===== config.mk =====
export PLATFORM = sky130hd
export DESIGN_NAME = xms_stretch
export DESIGN_NICKNAME = d
export VERILOG_FILES = /design/src/rtl/xms_pkg.sv /design/src/rtl/xms_decode.sv /design/src/rtl/xms_timing.sv /design/src/rtl/xms_seq.sv /design/src/rtl/xms_stretch.sv
export SDC_FILE = /design/constraint.sdc
export NUM_CORES = 1
export LEC_CHECK = 0
export BUFFER_PORTS_ARGS = -buffer_cell sky130_fd_sc_hd__buf_2
export CORE_ASPECT_RATIO = 0.6
export CORE_MARGIN = 2
export CORE_UTILIZATION = 35
export CTS_CLUSTER_DIAMETER = 30
export DETAILED_ROUTE_END_ITERATION = 12
export GPL_ROUTABILITY_DRIVEN = 0
export SETUP_SLACK_MARGIN = 0.05
export SLEW_MARGIN = 20
export SYNTH_ARGS = -nofsm -noshare
export SYNTH_HDL_FRONTEND = slang
export SYNTH_HIERARCHICAL = 1
export SYNTH_SLANG_ARGS = --single-unit

===== constraint.sdc =====
create_clock -name clk -period 3.5 [get_ports clk]
set_input_delay 0.7 -clock clk [delete_from_list [all_inputs] [get_ports clk]]
set_output_delay 0.7 -clock clk [all_outputs]
set_load 0.01 [all_outputs]

===== src/rtl/xms_pkg.sv =====
package xms_pkg;

    // Where a decoded access goes
    typedef enum logic [1:0] {
        TGT_EXT  = 2'd0,
        TGT_IRAM = 2'd1,
        TGT_STAT = 2'd2,
        TGT_NONE = 2'd3
    } tgt_e;

    // Map-mode encodings
    localparam logic [1:0] MAP_ALL_EXT = 2'b00;
    localparam logic [1:0] MAP_WINDOW  = 2'b01;
    localparam logic [1:0] MAP_RSVD    = 2'b10;
    localparam logic [1:0] MAP_WIN_ST  = 2'b11;

endpackage


===== src/rtl/xms_decode.sv =====
module xms_decode
    import xms_pkg::*;
#(
    parameter int              AW         = 16,
    parameter int              IRAM_BYTES = 1024,
    parameter logic [AW-1:0]   STAT_ADDR  = 16'hFFFC
) (
    input  logic [AW-1:0] addr_i,
    input  logic [1:0]    mode_i,
    input  logic          we_i,
    output tgt_e          tgt_o
);
    localparam int IRAM_AW = $clog2(IRAM_BYTES);

    logic in_window;
    logic is_stat;

    always_comb begin
        in_window = (addr_i[AW-1:IRAM_AW] == '0);
        is_stat   = (addr_i == STAT_ADDR) && !we_i;
        unique case (mode_i)
            MAP_ALL_EXT: tgt_o = TGT_EXT;
            MAP_WINDOW:  tgt_o = in_window ? TGT_IRAM : TGT_EXT;
            MAP_RSVD:    tgt_o = TGT_NONE;
            default:     tgt_o = in_window ? TGT_IRAM
                                           : (is_stat ? TGT_STAT : TGT_NONE);
        endcase
    end
endmodule


===== src/rtl/xms_timing.sv =====
module xms_timing
    import xms_pkg::*;
#(
    parameter int MC = 4,
    parameter int SW = 3,
    parameter int CW = 6
) (
    input  tgt_e           tgt_i,
    input  logic [SW-1:0]  stretch_i,
    output logic [CW-1:0]  last_o,
    output logic [CW-1:0]  s_beg_o,
    output logic [CW-1:0]  s_end_o
);
    // Fast access: two machine cycles
    localparam int FAST_LAST = 2 * MC - 1;
    // Unstretched external strobe: half a machine cycle, centred
    localparam int ZW        = MC / 2;
    localparam int ZBEG      = (2 * MC - ZW) / 2;

    logic [CW-1:0] n;

    always_comb begin
        n = CW'(stretch_i);
        if (tgt_i != TGT_EXT) begin
            last_o  = CW'(FAST_LAST);
            s_beg_o = '0;
            s_end_o = '0;
        end else if (stretch_i == '0) begin
            last_o  = CW'(FAST_LAST);
            s_beg_o = CW'(ZBEG);
            s_end_o = CW'(ZBEG + ZW);
        end else begin
            last_o  = (n + CW'(2)) * CW'(MC) - CW'(1);
            s_beg_o = CW'(MC);
            s_end_o = CW'(MC) + n * CW'(MC);
        end
    end
endmodule


===== src/rtl/xms_seq.sv =====
module xms_seq
    import xms_pkg::*;
#(
    parameter int CW = 6,
    parameter int DW = 8
) (
    input  logic          clk,
    input  logic          rst_n,
    input  logic          req_i,
    input  logic          we_i,
    input  tgt_e          tgt_i,
    input  logic [CW-1:0] last_i,
    input  logic [CW-1:0] s_beg_i,
    input  logic [CW-1:0] s_end_i,
    input  logic [DW-1:0] stat_i,
    output logic          busy_o,
    output logic          done_o,
    output logic          iram_sel_o,
    output logic          rd_n_o,
    output logic          wr_n_o,
    output logic [DW-1:0] stat_o
);
    typedef struct packed {
        logic          active;
        logic          we;
        tgt_e          tgt;
        logic [CW-1:0] cnt;
        logic [CW-1:0] last;
        logic [CW-1:0] s_beg;
        logic [CW-1:0] s_end;
        logic [DW-1:0] stat;
        logic          rd_n;
        logic          wr_n;
    } seq_t;

    seq_t st_d, st_q;
    logic strobe_d;

    always_comb begin
        st_d = st_q;
        if (st_q.active) begin
            if (st_q.cnt == st_q.last) begin
                st_d.active = 1'b0;
                st_d.cnt    = '0;
                st_d.stat   = '0;
            end else begin
                st_d.cnt = st_q.cnt + CW'(1);
            end
        end else if (req_i) begin
            st_d.active = 1'b1;
            st_d.cnt    = '0;
            st_d.we     = we_i;
            st_d.tgt    = tgt_i;
            st_d.last   = last_i;
            st_d.s_beg  = s_beg_i;
            st_d.s_end  = s_end_i;
            st_d.stat   = (tgt_i == TGT_STAT) ? stat_i : '0;
        end
        strobe_d  = st_d.active && (st_d.tgt == TGT_EXT) &&
                    (st_d.cnt >= st_d.s_beg) && (st_d.cnt < st_d.s_end);
        st_d.rd_n = !(strobe_d && !st_d.we);
        st_d.wr_n = !(strobe_d &&  st_d.we);
    end

    always_ff @(posedge clk or negedge rst_n) begin
        if (!rst_n) begin
            st_q        <= '0;
            st_q.tgt    <= TGT_NONE;
            st_q.rd_n   <= 1'b1;
            st_q.wr_n   <= 1'b1;
        end else begin
            st_q <= st_d;
        end
    end

    assign busy_o     = st_q.active;
    assign done_o     = st_q.active && (st_q.cnt == st_q.last);
    assign iram_sel_o = st_q.active && (st_q.tgt == TGT_IRAM);
    assign rd_n_o     = st_q.rd_n;
    assign wr_n_o     = st_q.wr_n;
    assign stat_o     = st_q.stat;

    // strobes appear only inside an access
    a_r7_strobe_in_access: assert property (@(posedge clk) disable iff (!rst_n)
        (!rd_n_o || !wr_n_o) |-> busy_o);
    // read and write strobes never overlap
    a_r7_no_overlap: assert property (@(posedge clk) disable iff (!rst_n)
        !(!rd_n_o && !wr_n_o));
    // internal RAM accesses drive no external strobe
    a_r4_iram_quiet: assert property (@(posedge clk) disable iff (!rst_n)
        iram_sel_o |-> (rd_n_o && wr_n_o));
    // an access runs until done
    a_r11_busy_holds: assert property (@(posedge clk) disable iff (!rst_n)
        (busy_o && !done_o) |=> busy_o);
    // target of an access does not change mid-way
    a_r11_sel_stable: assert property (@(posedge clk) disable iff (!rst_n)
        (busy_o && !done_o) |=> $stable(iram_sel_o));
    // done ends the access
    a_r12_done_ends: assert property (@(posedge clk) disable iff (!rst_n)
        done_o |=> !busy_o);
    // done is a single-clock pulse
    a_r12_done_single: assert property (@(posedge clk) disable iff (!rst_n)
        done_o |=> !done_o);
    // status byte only visible during an access
    a_r8_stat_in_access: assert property (@(posedge clk) disable iff (!rst_n)
        (stat_o != '0) |-> busy_o);
endmodule


===== src/rtl/xms_stretch.sv =====
module xms_stretch
    import xms_pkg::*;
#(
    parameter int            AW         = 16,
    parameter int            SW         = 3,
    parameter int            MC         = 4,
    parameter int            LW         = 3,
    parameter int            DW         = 8,
    parameter int            IRAM_BYTES = 1024,
    parameter logic [AW-1:0] STAT_ADDR  = 16'hFFFC
) (
    input  logic          clk,
    input  logic          rst_n,
    input  logic          req_i,
    input  logic          we_i,
    input  logic [AW-1:0] addr_i,
    input  logic [1:0]    mode_i,
    input  logic [SW-1:0] stretch_i,
    input  logic [LW-1:0] lock_i,
    output logic          busy_o,
    output logic          done_o,
    output logic          iram_sel_o,
    output logic          rd_n_o,
    output logic          wr_n_o,
    output logic [DW-1:0] stat_o
);
    // Longest access: (max stretch + 2) machine cycles
    localparam int MAX_CLKS = ((1 << SW) + 1) * MC;
    localparam int CW       = $clog2(MAX_CLKS + 1);

    tgt_e          tgt;
    logic [CW-1:0] last, s_beg, s_end;
    logic [DW-1:0] stat_byte;

    assign stat_byte = DW'(lock_i);

    xms_decode #(
        .AW(AW), .IRAM_BYTES(IRAM_BYTES), .STAT_ADDR(STAT_ADDR)
    ) u_decode (
        .addr_i(addr_i),
        .mode_i(mode_i),
        .we_i  (we_i),
        .tgt_o (tgt)
    );

    xms_timing #(
        .MC(MC), .SW(SW), .CW(CW)
    ) u_timing (
        .tgt_i    (tgt),
        .stretch_i(stretch_i),
        .last_o   (last),
        .s_beg_o  (s_beg),
        .s_end_o  (s_end)
    );

    xms_seq #(
        .CW(CW), .DW(DW)
    ) u_seq (
        .clk       (clk),
        .rst_n     (rst_n),
        .req_i     (req_i),
        .we_i      (we_i),
        .tgt_i     (tgt),
        .last_i    (last),
        .s_beg_i   (s_beg),
        .s_end_i   (s_end),
        .stat_i    (stat_byte),
        .busy_o    (busy_o),
        .done_o    (done_o),
        .iram_sel_o(iram_sel_o),
        .rd_n_o    (rd_n_o),
        .wr_n_o    (wr_n_o),
        .stat_o    (stat_o)
    );
endmodule


==> out/results.tsv <==
metric	value	unit
status	complete, no violations	
io_buffers	40	
die_w	108	um
rr_worst_depth	13	
synth.avg_cell_area	10.8	um2
track_usage	14.6	%
regArea	956	um2
worstMarginPinSlew	829	ps
fin_skew	4.04	ps
postCtsSetupBuffers	0	
core	6190	um2
fmax	0.337	GHz
die-height	66.5	um
critPathLaunch	mode_i[0]	
final.min_clock_period	2970	ps
dieArea	7190	um2
ioPinCount	41	
synth_cells	210	
synth_top_area_share	37.3	%
nNetsFinal	291	
cts_buffer_depth	2	
grt_first_pass_wirelength	7.70	mm
insertion_delay	300	ps
clkPwrFrac	20.1	%
worstPathCellList	buf_2, nor4b_2, a21boi_0, nor3_1, mux2_2, ha_1, nand2b_1, a211oi_1, o31ai_1, and3_1, and4_1, nand3b_1	
cts_buffers	5	
switchingPower	0.000897	W
p_int	0.00141	W
htreeDepth	2	
critPathKind	in2reg	
path_buf_inv	1	
layout_setup_ws	530	ps
ys_top_cells_by_count	dfrtp_1, buf_4, inv_1	
power.density	877	nW/um2
row_count	22	
synth-compound-area-share	11.1	%
reg2reg_from	u_seq/st_q[28]$_DFF_PN0_	
holdBufCountCts	0	
antenna_cells	0	
peakVddDrop	315	uV
crit_cells	12	
cts_tree	yes	
synth_ff_type	dfrtp_1	
synth_enable_flop_cells	0	
clock-root-buffer	clkbuf_8	
wl_per_cell	14.3	um
async_flop_share	100	%
synth_fa_ha_area_share	8.79	%
drive_gt1_share	31.5	%
path_max_fanout	4	
syn_area	2280	um2
grt_max_degree	39	
vias	1574	
cpMaxStageDelayCell	a21boi_0	
muxShareOfSynthArea	10.3	%
tns	0	ps
place_ws	273	ps
rrSetupSlack	640	ps
ys_seq_area_share	42.0	%
hpwl	3.60	mm
p_leak	1.31	nW
synth-seq-cells	38	
p_comb_share	47.3	%
grt_pass1_vias	1532	
power.sequential.fraction	32.6	%
slew_headroom	44.7	%
crit_family	simple AND/OR/NAND/NOR gates	
cp.arrival	3210	ps
ant_nets	0	
drc	0	
post-synth-top-count-cell	dfrtp_1	
final_hold_viol_count	0	
area_growth	15.4	%
synth.top_cells.by_area	dfrtp_1, ha_1, buf_4, mux2_2, dfstp_2	
critPathCaptureType	flip-flop	
drt_pre_antenna_iters	4	
slowest_delay	500	ps
cp-start-kind	primary input	
synth-xor-area-share	3.46	%
synth_cell_types	51	
multi_input_area	1140	um2
synth.yosys.warnings	6	
grt.overflow.total	0	
setup_viol	0	
fill_cells	599	
cts_num_sinks	38	
start_util	36.8	%
vias_per_cell	4.74	
endpoint	u_seq/rd_n_o$_DFF_PN1_	
grt_setup_unrepaired	false	
yosysTopAreaCell	dfrtp_1	
synth_top_family_by_area	simple AND/OR/NAND/NOR gates	
r2r-end	u_seq/rd_n_o$_DFF_PN1_	
clk_pin_slew	80	ps
maxCapViolations	0	
fin_crit_sh	84.9	%
hold_class	reg2reg	
wl	4.73	mm
cts_resized	0	
grt_antenna_before_repair	0	
synth-simple-area-share	14.3	%
maxSlewViolCount	0	
drtIter0Drc	72	
switching_share	38.9	%
cp_data_required_time	3740	ps
==> layout make-up <==
type                       instances  area share (%)
sequential                        38            36.3
clock buffer                       6            3.14
timing repair buffer              43            8.47
inverter                          18            2.57
tap                               84            4.00
clock inverter                     2            2.28
multi-input combinational        141            43.2
==> kinds of logic (layout without fill, tap and decap cells) <==
group                    count (synthesis)  count (layout)
adder cells (fa/ha/maj)                 16              16
flip-flops                              38              38
XOR/XNOR                                 9               9
AND/OR/NAND/NOR                         50              50
multiplexers                            22              22
AO/OA/AOI/OAI                           33              33
buffers and inverters                   39              69
other                                    3              11
==> worst reg2reg max path, stage by stage, from the launching register on <==
cell and delay, ps:
dfrtp_1 460, xnor2_1 210, nand4_2 180, o21ai_2 340, nor2b_1 80, o21ai_1 120, o31ai_1 170, ha_1 340
a21o_1 180, a21oi_1 170, o31ai_1 90, and3_1 180, and4_1 190, nand3b_1 90
==> how the worst min path moves through the flow <==
stage                                        start                       end  slack, ps  cells after the start
final                     u_seq/st_q[17]$_DFF_PN0_  u_seq/st_q[17]$_DFF_PN0_        490                      2
after CTS                 u_seq/st_q[17]$_DFF_PN0_  u_seq/st_q[17]$_DFF_PN0_        490                      2
after floorplan                              rst_n    u_seq/busy_o$_DFF_PN0_        400                      0
after global routing      u_seq/st_q[18]$_DFF_PN0_  u_seq/st_q[18]$_DFF_PN0_        510                      2
after detailed placement  u_seq/st_q[17]$_DFF_PN0_  u_seq/st_q[17]$_DFF_PN0_        480                      2
after global placement    u_seq/st_q[18]$_DFF_PN0_  u_seq/st_q[18]$_DFF_PN0_        470                      2
==> routing by layer <==
| layer | wire length, um | track usage [%] | up-vias | part of all wire (%) |
|---|---|---|---|---|
| met2 | 1900 | 19.1 | 23 | 40 |
| met4 | 61 | 5.45 | 0 | 1.3 |
| met1 | 2610 | 22.4 | 757 | 55 |
| met3 | 166 | 3.82 | 8 | 3.5 |
| li1 | - | - | 786 | - |
| met5 | 0 | 0 | - | 0 |
==> stage by stage <==
stage                     cells  hold WS (ps)  area [um2]  power [W]  util [%]
after global routing        332           509        2630    0.00250      42.5
after CTS                   332           495        2630    0.00232      42.5
after global placement      324           474        2490    0.00182      40.2
after detailed placement    324           479        2490    0.00184      40.2
after floorplan             218           404        2310    0.00158         -
final                       332           488        2630    0.00231      42.5
==> registers in the layout, summed over array words and instances (netlist names) <==
signal and flops:
u_seq/rd_n_o 1, u_seq/busy_o 1, u_seq/st_q 27, u_seq/stat_o 8, u_seq/wr_n_o 1
==> cell usage in the layout (no fill, tap or decap), drive strengths merged, types with 3 or more instances in the layout <==
cell / Yosys / layout
o31ai: 4 / 4
nand4: 3 / 3
ha: 16 / 16
nand3: 8 / 8
nor2: 8 / 8
o21ai: 6 / 6
dfstp: 4 / 4
dfrtp: 34 / 34
mux2: 12 / 12
nand2b: 3 / 3
buf: 20 / 43
mux2i: 10 / 10
clkbuf: 1 / 6
a21oi: 5 / 5
nor3: 3 / 3
a22o: 8 / 8
xnor2: 7 / 7
nor2b: 3 / 3
nand2: 4 / 4
and3: 4 / 4
inv: 18 / 18
conb: 3 / 11
==> power groups by stage <==
stage          clock network [W]  registers (W)  logic (W)
2_1_floorplan                  0       0.000720   0.000857
3_3_place_gp                   0       0.000755    0.00106
3_5_place_dp                   0       0.000760    0.00108
4_1_cts                 0.000476       0.000754    0.00109
5_1_grt                 0.000494       0.000776    0.00123
6_report                0.000464       0.000751    0.00109
Note: power is estimated with default switching activity, not from simulation.
